### src/rtl/bmc_pd_rx_pkg.sv
package bmc_pd_rx_pkg;
  localparam int NUM_OS = 3;
  localparam int OS_W   = 2;
  localparam int NUM_EV = 5;
  localparam int EV_OS  = 0;
  localparam int EV_END = 1;
  localparam int EV_ERR = 2;
  localparam int EV_OVR = 3;
  localparam int EV_TXD = 4;

  localparam logic [4:0] K_A   = 5'b11000;
  localparam logic [4:0] K_B   = 5'b10001;
  localparam logic [4:0] K_C   = 5'b00110;
  localparam logic [4:0] K_END = 5'b01101;

  typedef enum logic {FR_HUNT, FR_PAY} fr_state_e;

  function automatic logic [19:0] os_code(input int idx);
    case (idx)
      0:       return {K_A, K_A, K_A, K_B};
      1:       return {K_A, K_A, K_C, K_C};
      default: return {K_A, K_C, K_A, K_C};
    endcase
  endfunction

  // {valid, nibble}
  function automatic logic [4:0] sym_to_nib(input logic [4:0] s);
    case (s)
      5'b11110: return 5'h10;
      5'b01001: return 5'h11;
      5'b10100: return 5'h12;
      5'b10101: return 5'h13;
      5'b01010: return 5'h14;
      5'b01011: return 5'h15;
      5'b01110: return 5'h16;
      5'b01111: return 5'h17;
      5'b10010: return 5'h18;
      5'b10011: return 5'h19;
      5'b10110: return 5'h1A;
      5'b10111: return 5'h1B;
      5'b11010: return 5'h1C;
      5'b11011: return 5'h1D;
      5'b11100: return 5'h1E;
      5'b11101: return 5'h1F;
      default:  return 5'h00;
    endcase
  endfunction
endpackage

### src/rtl/bmc_rx_line.sv
module bmc_rx_line #(
  parameter int HBIT_CYC = 4,
  parameter int WIN_W    = 4,
  parameter int CW       = 7
) (
  input  logic             clk_i,
  input  logic             rst_ni,
  input  logic             en_i,
  input  logic             sel_i,
  input  logic             line_a_i,
  input  logic             line_b_i,
  input  logic [WIN_W-1:0] win_hb_m1_i,
  output logic             edge_o,
  output logic             first_o,
  output logic             static_o,
  output logic             active_o,
  output logic [CW-1:0]    intv_o
);
  localparam int MAX_CYC = (1 << WIN_W) * HBIT_CYC;

  logic [1:0]    sync_q;
  logic          lvl_q;
  logic [CW-1:0] cnt_q;
  logic [CW-1:0] win_cyc;

  assign win_cyc  = CW'((int'(win_hb_m1_i) + 1) * HBIT_CYC);
  assign edge_o   = en_i && (sync_q[1] ^ lvl_q);
  assign active_o = cnt_q < win_cyc;
  assign first_o  = edge_o && !active_o;
  assign static_o = en_i && !edge_o && (cnt_q == win_cyc - CW'(1));
  assign intv_o   = cnt_q;

  always_ff @(posedge clk_i or negedge rst_ni) begin
    if (!rst_ni) begin
      sync_q <= '0;
      lvl_q  <= 1'b0;
    end else begin
      sync_q <= {sync_q[0], sel_i ? line_b_i : line_a_i};
      lvl_q  <= sync_q[1];
    end
  end

  // Time since the last transition; saturates to mark idle.
  always_ff @(posedge clk_i or negedge rst_ni) begin
    if (!rst_ni)                     cnt_q <= CW'(MAX_CYC);
    else if (!en_i)                  cnt_q <= CW'(MAX_CYC);
    else if (edge_o)                 cnt_q <= CW'(1);
    else if (cnt_q < CW'(MAX_CYC))   cnt_q <= cnt_q + CW'(1);
  end
endmodule

### src/rtl/bmc_rx_bitdec.sv
module bmc_rx_bitdec #(
  parameter int HBIT_CYC = 4,
  parameter int CW       = 7
) (
  input  logic          clk_i,
  input  logic          rst_ni,
  input  logic          edge_i,
  input  logic          first_i,
  input  logic          static_i,
  input  logic [CW-1:0] intv_i,
  output logic          bit_vld_o,
  output logic          bit_o
);
  localparam int THR = (3 * HBIT_CYC) / 2;

  logic half_q;
  logic long_iv;

  assign long_iv = intv_i >= CW'(THR);

  always_ff @(posedge clk_i or negedge rst_ni) begin
    if (!rst_ni) begin
      half_q    <= 1'b0;
      bit_vld_o <= 1'b0;
      bit_o     <= 1'b0;
    end else begin
      bit_vld_o <= 1'b0;
      if (static_i || first_i) begin
        half_q <= 1'b0;
      end else if (edge_i) begin
        if (long_iv) begin
          bit_vld_o <= 1'b1;
          bit_o     <= 1'b0;
          half_q    <= 1'b0;
        end else if (half_q) begin
          bit_vld_o <= 1'b1;
          bit_o     <= 1'b1;
          half_q    <= 1'b0;
        end else begin
          half_q <= 1'b1;
        end
      end
    end
  end
endmodule

### src/rtl/bmc_rx_frame.sv
module bmc_rx_frame
  import bmc_pd_rx_pkg::*;
#(
  parameter int CNT_W = 8
) (
  input  logic              clk_i,
  input  logic              rst_ni,
  input  logic              en_i,
  input  logic              bit_vld_i,
  input  logic              bit_i,
  input  logic              static_i,
  input  logic [NUM_OS-1:0] os_en_i,
  input  logic              crc_bad_i,
  input  logic              byte_ready_i,
  output logic [7:0]        byte_o,
  output logic              byte_valid_o,
  output logic [OS_W-1:0]   os_type_o,
  output logic [CNT_W-1:0]  pay_cnt_o,
  output logic              in_msg_o,
  output logic              ev_os_o,
  output logic              ev_end_o,
  output logic              ev_err_o,
  output logic              ev_ovr_o
);
  fr_state_e         st_q;
  logic [19:0]       sr_q;
  logic [19:0]       sr_nx;
  logic [NUM_OS-1:0] hit;
  logic [OS_W-1:0]   hit_idx;
  logic [3:0]        sym_q;
  logic [4:0]        sym_nx;
  logic [2:0]        sym_cnt_q;
  logic [4:0]        dec;
  logic [3:0]        nib_lo_q;
  logic              nib_half_q;

  assign sr_nx    = {sr_q[18:0], bit_i};
  assign sym_nx   = {sym_q, bit_i};
  assign dec      = sym_to_nib(sym_nx);
  assign in_msg_o = (st_q == FR_PAY);

  for (genvar g = 0; g < NUM_OS; g++) begin : g_os
    assign hit[g] = os_en_i[g] && (sr_nx == os_code(g));
  end

  // lowest enabled type wins
  always_comb begin
    hit_idx = '0;
    for (int i = NUM_OS - 1; i >= 0; i--) begin
      if (hit[i]) hit_idx = OS_W'(i);
    end
  end

  always_ff @(posedge clk_i or negedge rst_ni) begin
    if (!rst_ni) begin
      st_q         <= FR_HUNT;
      sr_q         <= '0;
      sym_q        <= '0;
      sym_cnt_q    <= '0;
      nib_lo_q     <= '0;
      nib_half_q   <= 1'b0;
      byte_o       <= '0;
      byte_valid_o <= 1'b0;
      os_type_o    <= '0;
      pay_cnt_o    <= '0;
      ev_os_o      <= 1'b0;
      ev_end_o     <= 1'b0;
      ev_err_o     <= 1'b0;
      ev_ovr_o     <= 1'b0;
    end else begin
      ev_os_o  <= 1'b0;
      ev_end_o <= 1'b0;
      ev_err_o <= 1'b0;
      ev_ovr_o <= 1'b0;
      if (byte_valid_o && byte_ready_i) byte_valid_o <= 1'b0;
      if (!en_i) begin
        st_q <= FR_HUNT;
        sr_q <= '0;
      end else begin
        case (st_q)
          FR_HUNT: begin
            if (static_i) begin
              sr_q <= '0;
            end else if (bit_vld_i) begin
              sr_q <= sr_nx;
              if (|hit) begin
                st_q       <= FR_PAY;
                sr_q       <= '0;
                os_type_o  <= hit_idx;
                ev_os_o    <= 1'b1;
                pay_cnt_o  <= '0;
                sym_cnt_q  <= '0;
                nib_half_q <= 1'b0;
              end
            end
          end
          default: begin
            if (static_i) begin
              ev_end_o <= 1'b1;
              ev_err_o <= 1'b1;
              st_q     <= FR_HUNT;
            end else if (bit_vld_i) begin
              if (sym_cnt_q == 3'd4) begin
                sym_cnt_q <= '0;
                if (sym_nx == K_END) begin
                  ev_end_o <= 1'b1;
                  ev_err_o <= crc_bad_i;
                  st_q     <= FR_HUNT;
                end else if (!dec[4]) begin
                  ev_end_o <= 1'b1;
                  ev_err_o <= 1'b1;
                  st_q     <= FR_HUNT;
                end else if (!nib_half_q) begin
                  nib_lo_q   <= dec[3:0];
                  nib_half_q <= 1'b1;
                end else begin
                  nib_half_q <= 1'b0;
                  pay_cnt_o  <= pay_cnt_o + CNT_W'(1);
                  if (byte_valid_o && !byte_ready_i) begin
                    ev_ovr_o <= 1'b1;
                  end else begin
                    byte_o       <= {dec[3:0], nib_lo_q};
                    byte_valid_o <= 1'b1;
                  end
                end
              end else begin
                sym_q     <= sym_nx[3:0];
                sym_cnt_q <= sym_cnt_q + 3'd1;
              end
            end
          end
        endcase
      end
    end
  end
endmodule

### src/rtl/bmc_pd_rx.sv
module bmc_pd_rx
  import bmc_pd_rx_pkg::*;
#(
  parameter int HBIT_CYC = 4,
  parameter int WIN_W    = 4,
  parameter int CNT_W    = 8
) (
  input  logic              clk_i,
  input  logic              rst_ni,
  input  logic              rx_en_i,
  input  logic              line_sel_i,
  input  logic              line_a_i,
  input  logic              line_b_i,
  input  logic [WIN_W-1:0]  win_hb_m1_i,
  input  logic [NUM_OS-1:0] os_en_i,
  input  logic              crc_bad_i,
  output logic [7:0]        byte_o,
  output logic              byte_valid_o,
  input  logic              byte_ready_i,
  output logic [OS_W-1:0]   os_type_o,
  output logic [CNT_W-1:0]  pay_cnt_o,
  output logic              active_o,
  output logic [NUM_EV-1:0] flags_o,
  input  logic [NUM_EV-1:0] clr_i,
  input  logic              tx_req_i,
  output logic              tx_go_o
);
  localparam int MAX_CYC = (1 << WIN_W) * HBIT_CYC;
  localparam int CW      = $clog2(MAX_CYC + 1);

  logic          edge_w, first_w, static_w;
  logic [CW-1:0] intv_w;
  logic          bit_vld_w, bit_w;
  logic          in_msg_w, busy_w;
  logic          ev_os_w, ev_end_w, ev_err_w, ev_ovr_w;
  logic [NUM_EV-1:0] ev_w;
  logic [NUM_EV-1:0] flags_q;

  bmc_rx_line #(.HBIT_CYC(HBIT_CYC), .WIN_W(WIN_W), .CW(CW)) u_line (
    .clk_i(clk_i), .rst_ni(rst_ni), .en_i(rx_en_i), .sel_i(line_sel_i),
    .line_a_i(line_a_i), .line_b_i(line_b_i), .win_hb_m1_i(win_hb_m1_i),
    .edge_o(edge_w), .first_o(first_w), .static_o(static_w),
    .active_o(active_o), .intv_o(intv_w)
  );

  bmc_rx_bitdec #(.HBIT_CYC(HBIT_CYC), .CW(CW)) u_bitdec (
    .clk_i(clk_i), .rst_ni(rst_ni), .edge_i(edge_w), .first_i(first_w),
    .static_i(static_w), .intv_i(intv_w), .bit_vld_o(bit_vld_w), .bit_o(bit_w)
  );

  bmc_rx_frame #(.CNT_W(CNT_W)) u_frame (
    .clk_i(clk_i), .rst_ni(rst_ni), .en_i(rx_en_i), .bit_vld_i(bit_vld_w),
    .bit_i(bit_w), .static_i(static_w), .os_en_i(os_en_i), .crc_bad_i(crc_bad_i),
    .byte_ready_i(byte_ready_i), .byte_o(byte_o), .byte_valid_o(byte_valid_o),
    .os_type_o(os_type_o), .pay_cnt_o(pay_cnt_o), .in_msg_o(in_msg_w),
    .ev_os_o(ev_os_w), .ev_end_o(ev_end_w), .ev_err_o(ev_err_w), .ev_ovr_o(ev_ovr_w)
  );

  assign busy_w = active_o | in_msg_w;

  always_comb begin
    ev_w         = '0;
    ev_w[EV_OS]  = ev_os_w;
    ev_w[EV_END] = ev_end_w;
    ev_w[EV_ERR] = ev_err_w;
    ev_w[EV_OVR] = ev_ovr_w;
    ev_w[EV_TXD] = tx_req_i & busy_w;
  end

  // set wins over clear
  for (genvar g = 0; g < NUM_EV; g++) begin : g_flag
    always_ff @(posedge clk_i or negedge rst_ni) begin
      if (!rst_ni) flags_q[g] <= 1'b0;
      else         flags_q[g] <= ev_w[g] | (flags_q[g] & ~clr_i[g]);
    end
  end
  assign flags_o = flags_q;

  always_ff @(posedge clk_i or negedge rst_ni) begin
    if (!rst_ni) tx_go_o <= 1'b0;
    else         tx_go_o <= tx_req_i & ~busy_w;
  end
endmodule

### config.mk
export PLATFORM = sky130hd
export DESIGN_NAME = bmc_pd_rx
export DESIGN_NICKNAME = d
export VERILOG_FILES = /design/src/rtl/bmc_pd_rx_pkg.sv /design/src/rtl/bmc_rx_line.sv /design/src/rtl/bmc_rx_bitdec.sv /design/src/rtl/bmc_rx_frame.sv /design/src/rtl/bmc_pd_rx.sv
export SDC_FILE = /design/constraint.sdc
export NUM_CORES = 1
export LEC_CHECK = 0
export BUFFER_PORTS_ARGS = -buffer_cell sky130_fd_sc_hd__buf_2
export CORE_ASPECT_RATIO = 0.8
export CORE_UTILIZATION = 53
export CTS_BUF_LIST = sky130_fd_sc_hd__clkbuf_16
export CTS_CLUSTER_SIZE = 12
export DETAILED_ROUTE_END_ITERATION = 12
export GPL_ROUTABILITY_DRIVEN = 0
export PLACE_DENSITY = 0.75
export SLEW_MARGIN = 20
export SYNTH_ARGS = -nofsm -noshare
export SYNTH_HDL_FRONTEND = slang
export SYNTH_SLANG_ARGS = --single-unit
### constraint.sdc
create_clock -name clk_i -period 2.22 [get_ports clk_i]
set_input_delay 0.222 -clock clk_i [delete_from_list [all_inputs] [get_ports clk_i]]
set_output_delay 0.222 -clock clk_i [all_outputs]
set_load 0.05 [all_outputs]
* After elaboration in Yosys (flattened, before gate mapping)
Memories as Yosys holds them, arrays and structs flattened.
Index checks and enable logic that the tools add are counted.
** Operators by class
- Magnitude comparators :: 3
- Bitwise logic cells :: 27
- Add/sub/neg operators :: 5
- Reduce and logical (&&, ||, !) cells :: 26
- Eq/ne operators :: 13
- Multiplexer cells :: 93
** Operators by type and width (number)
- 2-to-1 mux 19 bit :: 5
- 2-to-1 mux 8 bit :: 10
- 2-to-1 mux 1 bit :: 65
- equality test 20 bit, second input constant :: 3
- 2-to-1 mux 3 bit :: 7
- 2-to-1 mux 7 bit :: 3
- AND reduction 8 bit :: 2
- inverter 1 bit :: 13
- inequality test 2 bit, second input constant :: 5
- AND reduction 5 bit :: 2
- logical AND 1 bit :: 9
- AND reduction 9 bit :: 1
- adder 8 x 1 -> 8 bit, second input constant :: 1
- adder 7 x 1 -> 7 bit, second input constant :: 1
- bitwise AND 1 bit :: 7
- equality test 7 bit :: 1
- >= comparator 7 x 3 -> 1 bit, second input constant :: 1
- < comparator 7 bit :: 1
- < comparator 7 bit, second input constant :: 1
- AND reduction 7 bit :: 1
- subtractor 7 x 1 -> 7 bit, second input constant :: 1
- 2-to-1 mux 2 bit :: 3
- inequality test 3 x 1 -> 1 bit, second input constant :: 2
- bitwise OR 1 bit :: 6
- other kinds (12) :: 16
** Word-level totals
- Input port bits :: 21
- Bits in read-only memories :: 160
- Register bits after elaboration :: 74
- Memories kept :: 1
- Output and inout port bits :: 26
** Memory list
- (no name shown) :: depth 32, width 5, read ports 1, clocked after Yosys merged registers in 0, wr ports 0, line bmc_pd_rx_pkg.sv:28 : case (s)

* Logic depth before layout (Yosys ltp)
Gate-level depths: netlist (run 1).
- Word-level depth :: 11
- Depth in mapped cells :: 10
- Mapped depth without buffers :: 10

* Cells and area by module
A second synthesis (run 1) with hierarchy kept.
** Unflattened totals
- Cell total of the unflattened synthesis :: 349
- Area, all modules :: 3902.5 µm²
** By module, submodules not included
- bmc_rx_frame :: area each 2805.2 µm², cells each 243, sequential area each 1376.3 µm², instances 1
- bmc_rx_line :: area each 728.2 µm², cells each 74, sequential area each 251.5 µm², instances 1
- bmc_pd_rx :: area each 221.5 µm², cells each 18, sequential area each 150.1 µm², instances 1
- bmc_rx_bitdec :: area each 147.6 µm², cells each 14, sequential area each 75.1 µm², instances 1

* Worst setup path before layout (run 1)
Ideal clock, no wire load.
- Path kind :: input-to-reg
- Start :: input win_hb_m1_i[0]
- End :: register u_bitdec.bit_o
- Setup slack :: -473 ps
- Setup time :: 83 ps
- Stages :: 10
- Path buffers :: 0
- Arrival :: 2609 ps
- Path through :: ha_1 > inv_1 > ha_1 > nor2b_1 > o21a_1 > o21ai_0 > nand2b_1 > a21oi_1 > a31oi_1 > a31oi_1
** Between the ends
- Word-level cells in the longest chain between the ends :: 7
** RTL lines
- start: declaration :: line bmc_pd_rx.sv:14 : input logic [WIN_W-1:0] win_hb_m1_i,
- adder 4 x 1 -> 5 bit :: line bmc_rx_line.sv:26 : assign win_cyc = CW'((int'(win_hb_m1_i) + 1) * HBIT_CYC);
- < comparator 7 bit :: line bmc_rx_line.sv:28 : assign active_o = cnt_q < win_cyc;
- net active_o :: line bmc_pd_rx.sv:22 : output logic active_o,
- zero test 1 bit :: line bmc_rx_line.sv:29 : assign first_o = edge_o && !active_o;
- logical AND 1 bit :: line bmc_rx_line.sv:29
- logical OR 1 bit :: line bmc_rx_bitdec.sv:28 : if (static_i || first_i) begin
- inverter 1 bit (no source line)
- AND reduction 3 bit (no source line)
- end signal: assignment :: line bmc_rx_bitdec.sv:25 : bit_o <= 1'b0;
- end signal: assignment :: line bmc_rx_bitdec.sv:33 : bit_o <= 1'b0;
- end signal: assignment :: line bmc_rx_bitdec.sv:37 : bit_o <= 1'b1;
- end: declaration :: line bmc_rx_bitdec.sv:12 : output logic bit_o
The timed path passes the listed nets, and every way through them passes these cells.
A chain may end at the register's enable or synchronous reset.

* Final worst setup path (run 1)
- Start :: register u_frame.sr_q[17]
- End :: register u_frame.os_type_o[0]
** Between the ends
- Word-level cells in the longest chain between the ends :: 4
** RTL lines
- start: declaration :: line bmc_rx_frame.sv:26 : logic [19:0] sr_q;
- start signal: assignment :: line bmc_rx_frame.sv:85 : sr_q <= sr_nx;
- equality test 20 bit :: line bmc_rx_frame.sv:43 : assign hit[g] = os_en_i[g] && (sr_nx == os_code(g));
- logical AND 1 bit :: line bmc_rx_frame.sv:43
- OR reduction 3 bit or 2-to-1 mux 2 bit (tied branches) :: line bmc_rx_frame.sv:86, bmc_rx_frame.sv:50
- AND reduction 5 bit (no source line) or 2-to-1 mux 2 bit (tied branches)
- end signal: assignment :: line bmc_rx_frame.sv:89 : os_type_o <= hit_idx;
- end: declaration :: line bmc_rx_frame.sv:17 : output logic [OS_W-1:0] os_type_o,
Several ways; a longest one is shown, not always the timed one.

==> metrics.cfg, run 1 <==
[detailed_routing]
wl_um = 10160
initialDrtViolationCount = 200
drt-wirelength-per-cell_um = 17.67
vias = 3477
ant_nets = 0
via_per_inst = 6.047
drc = 0
firstDrtPassIters = 5

[sta]
slew_violations = 0
setup_tns_ns = 0
worst_pin_slew_ns = 0.5079
fmaxAchievable_mhz = 455.3
fin_crit_ns = 2.196
rsz0062_at_grt = yes
setup_violations = 0
relSlewSlack = 0.6606
layout_worst_path_cycle_share = 0.9893
whs_ns = 0.06646
hold_viol_final = 0
clock_skew_ns = 0.007627

[global_route]
overflow = 0
first_global_vias = 3311
antenna_found_initial = 0
grt_start_max_net_pins = 75
grt_pass1_wl_um = 16390
grt_usage = 0.2667

[synthesis]
synthesis.nets = 429
ys_seq_area_frac = 0.4650
synth_cell_types = 55
syn_inst = 393
synth.cell_area_um2 = 3985
ys_seq_elements = 74
synth-edff-count = 0
yosys_warnings = 0
syn_area_per_cell_um2 = 10.14
ys_async_sr_fraction = 1.000
synth_ff_type = dfrtp_1

[cts]
cts_sinks = 74
htree_levels = 3
cts_buffers = 9
clk_pin_slew_ns = 0.06
cts_root_buffer = clkbuf_16
cts_buffer_depth = 2
clock_latency_ns = 0.34
cts_tree = done

[hold_path]
min_from = clr_i[4]
hp-class = input pin to flop
min_path_cells = 2
hold_end = flags_o[4]$_DFF_PN0_

[power]
p_leak_nw = 2.481
p_per_area_nw_per_um2 = 651.5
ir_drop_v = 0.0004438

[floorplan]
start_util = 0.5644
core_area_um2 = 7061
chipWidth_um = 98.95
num_rows = 27
dieArea_um2 = 7872
dieHeight_um = 79.56
ios = 47

[final_layout]
fillers = 469
fin_util = 0.7455
diodes = 0
areaGrowthSynthToFinish_pct = 32.09
seq_area_um2 = 1856
multi_input_area_um2 = 2211
design_area_um2 = 5264
drive_gt1_frac = 0.3463
nNetsFinal = 519

[critical_path]
r2r_start = u_frame.sr_q[17]$_DFFE_PN0P_
cp.required_ns = 2.44
critPathMaxFanout = 3
reg2reg_setup_slack_ns = 0.02
timing.rr.end = u_frame.os_type_o[0]$_DFFE_PN0P_
worstSetupPathType = flop to flop
r2r_cells = 7
endpoint_kind = flop
cp-start-kind = flop
crit_arrival_ns = 2.41

[placed_design]
port_buffers = 46
place_area_um2 = 4671
hpwl_um = 6385

[run_status]
outcome = finished, final reports clean

[run]
drv_cap = 0

==> metal layers <==
| metal | vias to the layer above | share of wire | track usage |
|---|---|---|---|
| met5 | - | 0 | 0 |
| met4 | 0 | 0.022 | 0.07313 |
| met3 | 26 | 0.047 | 0.05342 |
| met2 | 110 | 0.49 | 0.4441 |
| met1 | 1741 | 0.44 | 0.3572 |
| li1 | 1600 | - | - |
==> stage by stage <==
stage | setup slack [ns] | total power [W] | instances
floorplan | -0.01228 | 0.001582 | 393
global placement | -0.1998 | 0.001741 | 553
detailed placement | -0.2674 | 0.001751 | 553
CTS | 0.009175 | 0.003417 | 574
global route | -0.04682 | 0.003533 | 575
finish | 0.02365 | 0.003429 | 575
==> layout by cell type (no fill, tap or decap), types with 5 or more instances in the layout <==
master	netlist	routed
dfrtp_1	73	71
buf_4	0	45
buf_2	3	43
nand3_1	34	33
o21ai_0	34	25
a21boi_0	20	20
inv_1	19	19
nand2_1	18	17
nor2_1	20	17
ha_1	15	13
mux2_4	8	9
clkbuf_16	0	9
nand4_1	8	8
xor2_1	7	7
o21ai_1	0	7
mux2_2	8	7
a21o_1	7	6
and3_1	8	6
xnor2_1	7	6
a31oi_1	8	6
mux2i_1	6	6
nor2b_1	5	5
a21oi_1	7	5
buf_6	2	5
==> repair_timing <==
action | in CTS | in global routing
hold buffers | 1 | 0
endpoints found under the setup margin | 19 | 47
hold endpoints to repair | 73 | 0
setup buffers | 4 | 2
pin swaps | 8 | 11
resized for setup | 8 | 45
==> final cells by class <==
cell class / instances / share of cell area
multi-input cells: 282 / 0.4200
flip-flops and latches: 74 / 0.3525
repair buffers: 97 / 0.1281
clock buffers: 9 / 0.04279
clock inverters: 7 / 0.02234
well taps: 87 / 0.02068
inverters: 19 / 0.01355
==> critical path, stage by stage, from the launching register on <==
cell	delay, ns
dfrtp_1	0.39
nand2_1	0.09
nor3_1	0.23
nand4_1	0.12
or4_4	0.46
a21o_4	0.24
nor3_4	0.23
mux2_4	0.32
==> synthesized netlist by cell type (2+ instances only) <==
master / number / share of area
mux2i_1: 6 / 0.015
buf_6: 2 / 0.0057
nand4_1: 8 / 0.013
xor2_1: 7 / 0.015
and2_1: 4 / 0.0063
nor3_1: 5 / 0.0063
ha_1: 15 / 0.047
a21boi_0: 20 / 0.038
or4_1: 2 / 0.0038
clkbuf_1: 13 / 0.012
o21ai_0: 34 / 0.043
o22ai_1: 2 / 0.0031
inv_1: 19 / 0.018
dfrtp_1: 73 / 0.46
or3_1: 4 / 0.0063
nand3_1: 34 / 0.043
o211ai_1: 2 / 0.0038
nand2_1: 18 / 0.017
a211oi_1: 3 / 0.0057
nor4b_1: 2 / 0.0044
mux2_4: 8 / 0.030
a31oi_1: 8 / 0.013
nor2_1: 20 / 0.019
xnor2_1: 7 / 0.015
nand3b_1: 2 / 0.0038
o311ai_0: 2 / 0.0044
and3_1: 8 / 0.013
a21oi_1: 7 / 0.0088
mux2_2: 8 / 0.023
nor4_1: 4 / 0.0063
nand2b_1: 5 / 0.0078
a211o_1: 2 / 0.0044
nor2b_1: 5 / 0.0078
a21o_1: 7 / 0.013
nand4b_1: 3 / 0.0066
buf_2: 3 / 0.0038
o21ai_2: 2 / 0.0044
nor3b_1: 2 / 0.0038
==> state kept, by name, indices dropped and copies added (netlist names), 2 cells and up <==
name / flops
u_frame.sr_q: 19
u_frame.pay_cnt_o: 8
u_line.sync_q: 2
u_frame.nib_lo_q: 4
u_frame.sym_cnt_q: 3
u_frame.sym_q: 4
u_frame.byte_o: 8
u_frame.os_type_o: 2
u_line.intv_o: 7
flags_o: 5
==> cells by family after synthesis <==
group / count (synthesis) / share of synthesized area
XOR/XNOR: 14 / 0.03077
flip-flops: 74 / 0.4650
multiplexers: 22 / 0.06782
buffers and inverters: 37 / 0.03956
AND/OR/NAND/NOR: 135 / 0.1881
AO/OA/AOI/OAI: 96 / 0.1617
adder cells (fa/ha/maj): 15 / 0.04710
==> where the power goes <==
group          switching, W  leakage, nW  internal [W]
logic              0.000201         1.34      0.000156
registers         0.0000324        0.984       0.00138
clock network      0.000569        0.158       0.00109
total              0.000803         2.48       0.00263
==> worst max path at each step <==
stage          slack (ns)                    startpoint                               end  cells past startpoint
3_3_place_gp        -0.20                win_hb_m1_i[0]     u_frame.byte_o[5]$_DFFE_PN0P_                     10
5_1_grt             -0.05    u_bitdec.bit_o$_DFFE_PN0P_  u_frame.os_type_o[0]$_DFFE_PN0P_                      6
3_5_place_dp        -0.27                win_hb_m1_i[0]      u_frame.sym_q[3]$_DFFE_PN0P_                     10
6_report             0.02  u_frame.sr_q[17]$_DFFE_PN0P_  u_frame.os_type_o[0]$_DFFE_PN0P_                      7
4_1_cts             0.009  u_frame.sym_q[0]$_DFFE_PN0P_     u_frame.byte_o[6]$_DFFE_PN0P_                      8
2_1_floorplan       -0.01                win_hb_m1_i[0]     u_frame.byte_o[0]$_DFFE_PN0P_                      9
No activity file was read; power rests on OpenSTA's default activity.
==> run 2: changes to the inputs <==
- PLACE_DENSITY: 0.75 -> 0.76
- SYNTH_HIERARCHICAL: default -> 1
==> metrics.cfg, run 2 <==
[synthesis]
synth-edff-count = 0  ; unchanged
synth_fa_ha_area_frac = 0.04489  ; -0.002210
synth_top_area_share = 0.4681  ; +0.009700
syn_area_per_cell_um2 = 11.18  ; +10%
yosys-top-cells-count = 73 x dfrtp_1, 19 x nand2_1, 17 x a22o_1, 17 x inv_1
synth.most_common_cell = dfrtp_1
synth_compound_area_frac = 0.1353  ; -0.02640
synthSimpleGateAreaFrac = 0.2020  ; +0.01392
yosys_warnings = 6  ; +6
synth_area_leaders = dfrtp_1 47%, mux2_2 4.6%, ha_1 4.5%, a22o_1 3.8%, xnor2_1 3.6%
synth.cell_area_um2 = 3902  ; -2.1%
synthesis.nets = 384  ; -10%
yosysTopAreaCell = dfrtp_1
synth_top_family_by_area = simple AND/OR/NAND/NOR gates
ys_async_sr_fraction = 1.000  ; unchanged
synth_cell_types = 65  ; +18%
synth_xor_xnor_area_share = 0.05386  ; +0.02309
ys_seq_elements = 74  ; unchanged
synth_ff_type = dfrtp_1
ys_seq_area_frac = 0.4748  ; +0.009840
muxShareOfSynthArea = 0.05643  ; -0.01139
syn_inst = 349  ; -11%

[global_route]
grt_pass1_wl_um = 17190  ; +4.9%
grt_start_max_net_pins = 30  ; -60%
first_global_vias = 3310  ; -0.030%
antenna_found_initial = 0  ; unchanged
overflow = 0  ; unchanged
grt_usage = 0.2920  ; +0.02530

[sta]
fin_crit_ns = 2.717  ; +0.5204 ns
relSlewSlack = 0.5223  ; -0.1383
timing.final.ws_setup_ns = -0.4967  ; -0.5204 ns
setup_violations = 58  ; +58
hold_viol_final = 0  ; unchanged
slew_violations = 0  ; unchanged
layout_worst_path_cycle_share = 1.224  ; +0.2344
worst_pin_slew_ns = 0.7165  ; +0.2086 ns
fmaxAchievable_mhz = 368.1  ; -19%
clock_skew_ns = 0.006752  ; -0.0008744 ns
rsz0062_at_grt = yes

[final_layout]
mostFrequentLayoutCell = dfrtp_1
fillers = 406  ; -13%
diodes = 0  ; unchanged
areaGrowthSynthToFinish_pct = 41.20
top_register = u_frame/sr_q
final_cell_mix = 73 x dfrtp_1, 45 x buf_2, 36 x buf_4
reg_top3 = u_frame/sr_q (19), u_frame/byte_o (8), u_frame/pay_cnt_o (8)
fin_util = 0.7880  ; +0.04245
drive_gt1_frac = 0.4301  ; +0.08380
stdcell_count = 552  ; -4.0%
largest_reg_flops = 19  ; unchanged
nNetsFinal = 495  ; -4.6%

[critical_path]
cp.required_ns = 2.44  ; about the same
startpoint = u_line/sync_q[1]$_DFF_PN0_
reg2reg_setup_slack_ns = -0.50  ; -0.52 ns
crit_family = simple AND/OR/NAND/NOR gates
critPathMaxFanout = 5  ; +2
worstPathCellList = xor2_1, or2_1, or4b_4, nor4_4, buf_4, buf_6, nor2b_4, nand2_4, nor2_4, nor4b_4, buf_4, a22o_4
r2r_cells = 12  ; +5
path_buf_inv = 3  ; +3
cp_num_cells = 12  ; +5
crit_arrival_ns = 2.94  ; +0.53 ns
cp-start-kind = flop
cpMostUsedCell = buf_4
worstSetupPathType = flop to flop
r2r_start = u_line/sync_q[1]$_DFF_PN0_
slowest_stage = or4b_4
crit_path_max_incr_delay_ns = 0.55  ; +0.09 ns
endpoint_kind = flop

[cts]
cts_tree = done
cts_buffer_depth = 2  ; unchanged
htree_levels = 3  ; unchanged
clk_pin_slew_ns = 0.06  ; about the same
cts_sinks = 74  ; unchanged
cts_root_buffer = clkbuf_16
clock_latency_ns = 0.34  ; about the same
cts_buffers = 9  ; unchanged

[floorplan]
dieArea_um2 = 7712  ; -2.0%
dieHeight_um = 78.75  ; -1.0%
ios = 47  ; unchanged
start_util = 0.5581  ; -0.006356
core_area_um2 = 6993  ; -0.96%
num_rows = 27  ; unchanged
chipWidth_um = 97.94  ; -1.0%

[placed_design]
placedCellCount = 512  ; -7.4%
place_ws_ns = -0.6709  ; -0.4035 ns
port_buffers = 46  ; unchanged
hpwl_um = 6474  ; +1.4%

[detailed_routing]
firstDrtPassIters = 9  ; +4
ant_nets = 0  ; unchanged
drc = 4  ; +4
wl_um = 11650  ; +15%
initialDrtViolationCount = 295  ; +48%
drt-wirelength-per-cell_um = 21.10  ; +19%
vias = 3443  ; -0.98%
via_per_inst = 6.237  ; +3.1%

[run]
drv_cap = 0  ; unchanged

[hold_path]
min_path_cells = 2  ; unchanged
hp-class = input pin to flop
min_from = clr_i[4]

[power]
p_per_area_nw_per_um2 = 608.2  ; -6.6%
ir_drop_v = 0.0004169  ; -6.1%
p_leak_nw = 2.587  ; +4.3%

[run_status]
violations = design-rule violations, negative setup slack
outcome = finished with violations

-- run 2: metal layers --
metal / vias to the layer above / global-route usage / share of wire
met4: 0 / 0.1303 / 0.031
met1: 1695 / 0.3805 / 0.40
met3: 42 / 0.06954 / 0.069
met5: - / 0 / 0
met2: 196 / 0.4676 / 0.50
li1: 1510 / - / -
-- run 2: logic make-up after synthesis --
family	count (synthesis)
mux	20
flops	74
compound gates	73
fa+ha+maj	14
simple gates	114
buf+inv	30
xor+xnor	24
-- run 2: area by class of cell --
class / count / area [um^2] / area share
clock inverters: 7 / 60.06 / 0.01090
multi-input cells: 245 / 2265 / 0.4110
well taps: 87 / 108.9 / 0.01975
clock buffers: 9 / 225.2 / 0.04087
repair buffers: 112 / 930.9 / 0.1689
inverters: 18 / 67.56 / 0.01226
flip-flops and latches: 74 / 1853 / 0.3363
-- run 2: repair_timing --
item / CTS / global route
gates resized for setup: 51 / 42
pin swaps: 33 / 22
hold endpoints to repair: 27 / 0
setup buffers: 15 / 13
endpoints found under the setup margin: 53 / 58
gates cloned: 1 / 3
hold buffers: 1 / 0
-- run 2: worst paths after layout --
kind	endpoint
hold / removal	flags_o[4]$_DFF_PN0_
max in group asynchronous	u_line/intv_o[6]$_DFFE_PN1P_
setup reg to reg	u_frame/sr_q[2]$_DFFE_PN0P_
min in group asynchronous	flags_o[1]$_DFF_PN0_
setup / recovery	u_frame/sr_q[2]$_DFFE_PN0P_
hold reg to reg	u_line/sync_q[1]$_DFF_PN0_
-- run 2: per-stage QoR --
step / total power, W / TNS [ns] / area [um^2] / hold WS, ns
final: 0.003352 / -22.32 / 5510 / 0.05705
after floorplan: 0.001640 / -17.86 / 3950 / -0.07359
after global placement: 0.001800 / -26.05 / 4574 / 0.2973
after detailed placement: 0.001814 / -28.86 / 4574 / 0.3081
after CTS: 0.003269 / -16.52 / 5225 / 0.04682
after global routing: 0.003461 / -25.97 / 5510 / 0.07111
-- run 2: where the power goes --
part	switching [W]	leakage, nW	internal, W
Combinational	0.000276	1.45	0.000245
Clock	0.000547	0.132	0.000853
Sequential	0.0000464	1.00	0.00138
==> run 3: changes to the inputs <==
- ABC_AREA: default -> 1
- CORE_UTILIZATION: 53 -> 35
- GPL_TIMING_DRIVEN: default -> 0
- PLACE_DENSITY: 0.76 -> 0.53
==> metrics.cfg, run 3 <==
[run_status]
outcome = finished, final reports clean

[synthesis]
ys_async_sr_fraction = 1.000  ; unchanged
synth-edff-count = 0  ; unchanged
synth_top_area_share = 0.4334  ; -0.03474
synth_area_leaders = dfrtp_1 43%, nand2_1 11%, nand3_1 6.8%, inv_1 5.5%, nor2_1 4.3%
synth_ff_type = dfrtp_1
ys_seq_area_frac = 0.4396  ; -0.03524
synth_cell_types = 44  ; -32%
synthesis.nets = 562  ; +46%
yosys-top-cells-count = 126 x nand2_1, 73 x dfrtp_1, 62 x inv_1
yosysTopAreaCell = dfrtp_1
yosys_warnings = 6  ; unchanged
synth.cell_area_um2 = 4215  ; +8.0%
ys_seq_elements = 74  ; unchanged
syn_area_per_cell_um2 = 7.999  ; -28%
synth.most_common_cell = nand2_1
syn_inst = 527  ; +51%

[cts]
cts_buffers = 9  ; unchanged
clk_pin_slew_ns = 0.06  ; about the same
clock_latency_ns = 0.34  ; about the same
htree_levels = 3  ; unchanged
cts_root_buffer = clkbuf_16
cts_tree = done
cts_sinks = 74  ; unchanged
cts_buffer_depth = 2  ; unchanged

[sta]
rsz0062_at_grt = yes
hold_viol_final = 0  ; unchanged
slew_violations = 0  ; unchanged
setup_violations = 0  ; -100%
layout_worst_path_cycle_share = 0.9517  ; -0.2721
relSlewSlack = 0.6213  ; +0.09903
fmaxAchievable_mhz = 473.3  ; +29%
setup_tns_ns = 0  ; +22.32 ns
clock_skew_ns = 0.007204  ; +0.0004521 ns
worst_pin_slew_ns = 0.5680  ; -0.1485 ns
fin_crit_ns = 2.113  ; -0.6040 ns

[global_route]
antenna_found_initial = 0  ; unchanged
grt_pass1_wl_um = 16400  ; -4.6%
grt_usage = 0.1639  ; -0.1281
first_global_vias = 3433  ; +3.7%
overflow = 0  ; unchanged
grt_start_max_net_pins = 47  ; +57%

[critical_path]
crit_arrival_ns = 2.35  ; -0.59 ns
worstSetupPathType = flop to flop
reg2reg_setup_slack_ns = 0.11  ; +0.60 ns
critPathMaxFanout = 7  ; +2
worstPathCellList = ha_2, inv_1, or2_0, nor2_1, nand2_1, nor2_2, nand2_2, nor2_4, nor3_4, inv_2, nor2_4, inv_4, o31ai_2
cp-start-kind = flop
slowest_stage = dfrtp_1
cpMostUsedCell = nor2_4
endpoint_kind = flop
cp.required_ns = 2.46  ; +0.02 ns
crit_path_max_incr_delay_ns = 0.41  ; -0.14 ns

[power]
p_switching_w = 0.0008631  ; -0.66%
total_power_w = 0.003244  ; -3.2%
p_per_area_nw_per_um2 = 628.4  ; +3.3%
p_leak_nw = 2.552  ; -1.4%
swShare = 0.2661  ; +0.006834
combPwrFrac = 0.120  ; -0.036
ir_drop_v = 0.0004679  ; +12%
clkPwrFrac = 0.445  ; +0.027
p_seq_frac = 0.435  ; +0.008
p_int_w = 0.002381  ; -4.1%

[floorplan]
ios = 47  ; unchanged
num_rows = 35  ; +30%
dieArea_um2 = 12490  ; +62%
dieHeight_um = 100.2  ; +27%
core_area_um2 = 11600  ; +66%
start_util = 0.3632  ; -0.1948
chipWidth_um = 124.7  ; +27%

[detailed_routing]
wl_um = 9740  ; -16%
drt-wirelength-per-cell_um = 12.99  ; -38%
ant_nets = 0  ; unchanged
vias = 3658  ; +6.2%
via_per_inst = 4.877  ; -22%
initialDrtViolationCount = 219  ; -26%
firstDrtPassIters = 4  ; -5
drc = 0  ; -4

[final_layout]
fin_util = 0.4449  ; -0.3431
fillers = 1122  ; +180%
nNetsFinal = 632  ; +28%
stdcell_count = 750  ; +36%
diodes = 0  ; unchanged
mostFrequentLayoutCell = nand2_1
final_cell_mix = 124 x nand2_1, 73 x dfrtp_1, 58 x inv_1
largest_reg_flops = 19  ; unchanged
areaGrowthSynthToFinish_pct = 22.47
reg_top3 = u_frame/sr_q (19), u_frame/byte_o (8), u_frame/pay_cnt_o (8)
drive_gt1_frac = 0.2492  ; -0.1809
top_register = u_frame/sr_q

[run]
drv_cap = 0  ; unchanged

[placed_design]
hpwl_um = 6727  ; +3.9%
placedCellCount = 721  ; +41%
port_buffers = 45  ; -2.2%

[hold_path]
hp-class = input pin to flop

## run 3: final timing paths
kind                            cells after the start                          from                             to
worst max-delay path                               13  u_line/intv_o[0]$_DFFE_PN0P_   u_frame/sr_q[15]$_DFFE_PN0P_
worst min-delay path                                2                      clr_i[3]           flags_o[3]$_DFF_PN0_
worst max register to register                     13  u_line/intv_o[0]$_DFFE_PN0P_   u_frame/sr_q[15]$_DFFE_PN0P_
worst min register to register                      0    u_line/sync_q[0]$_DFF_PN0_     u_line/sync_q[1]$_DFF_PN0_
max in group asynchronous                           3                        rst_ni   u_line/intv_o[6]$_DFFE_PN1P_
min in group asynchronous                           2                        rst_ni  u_frame/byte_o[4]$_DFFE_PN0P_
## run 3: metrics by stage
step	setup slack (ns)	hold slack, ns	cell area (um^2)
floorplan	0.008159	-0.07359	4223
global placement	-0.5744	0.3320	4633
detailed placement	-0.5807	0.1863	4663
CTS	0.03268	0.04468	5039
global route	-0.05769	0.05471	5162
finish	0.1073	0.05877	5162
## run 3: critical path: cells and delay by family (launching register included)
family / cells / cell delay [ns]
buf+inv: 3 / 0.28
simple gates: 8 / 0.86
flops: 1 / 0.41
compound gates: 1 / 0.23
fa+ha+maj: 1 / 0.22
## run 3: metal layers
metal  share of wire  GRT usage  vias up
met5               0          0        -
met4           0.011    0.06117        0
met3           0.043    0.03518        8
met2            0.45     0.2597       75
met1            0.50     0.2209     1705
li1                -          -     1870
## run 3: final cells by class
class / count / area (um^2) / area share
inverter: 69 / 266.5 / 0.05162
clock inverter: 7 / 68.82 / 0.01333
tap: 148 / 185.2 / 0.03587
timing repair buffer: 57 / 346.6 / 0.06714
timing repair inverter: 1 / 7.507 / 0.001454
buffer: 10 / 73.82 / 0.01430
sequential: 74 / 1853 / 0.3589
clock buffer: 9 / 225.2 / 0.04363
multi-input combinational: 375 / 2136 / 0.4137
## run 3: cell families (layout without fill, tap and decap cells)
logic type                 Yosys count  count (layout)  synth area share
AOI/OAI and AO/OA                   59              59           0.08697
xor gates and xnor gates             6               6           0.01247
adders and majority gates           14              14           0.04156
buffers and inverters               79             153           0.07807
DFF                                 74              74            0.4396
muxes                                1               1          0.002671
and+or+nand+nor                    294             295            0.3387
## run 3: power groups by stage
stage          sequential, W  combinational, W  clock (W)
2_1_floorplan        0.00144          0.000216          0
3_3_place_gp         0.00143          0.000338          0
6_report             0.00141          0.000391    0.00144
4_1_cts              0.00141          0.000366    0.00151
5_1_grt              0.00141          0.000434    0.00156
3_5_place_dp         0.00143          0.000351          0
## run 3: timing repair
| action | CTS | global route |
|---|---|---|
| hold endpoints to repair | 28 | 0 |
| setup endpoints to repair | 56 | 45 |
| gates resized for setup | 8 | 29 |
| cloned | 1 | 2 |
| hold buffers | 1 | 0 |
| setup buffers | 5 | 4 |
| pin swaps | 3 | 10 |
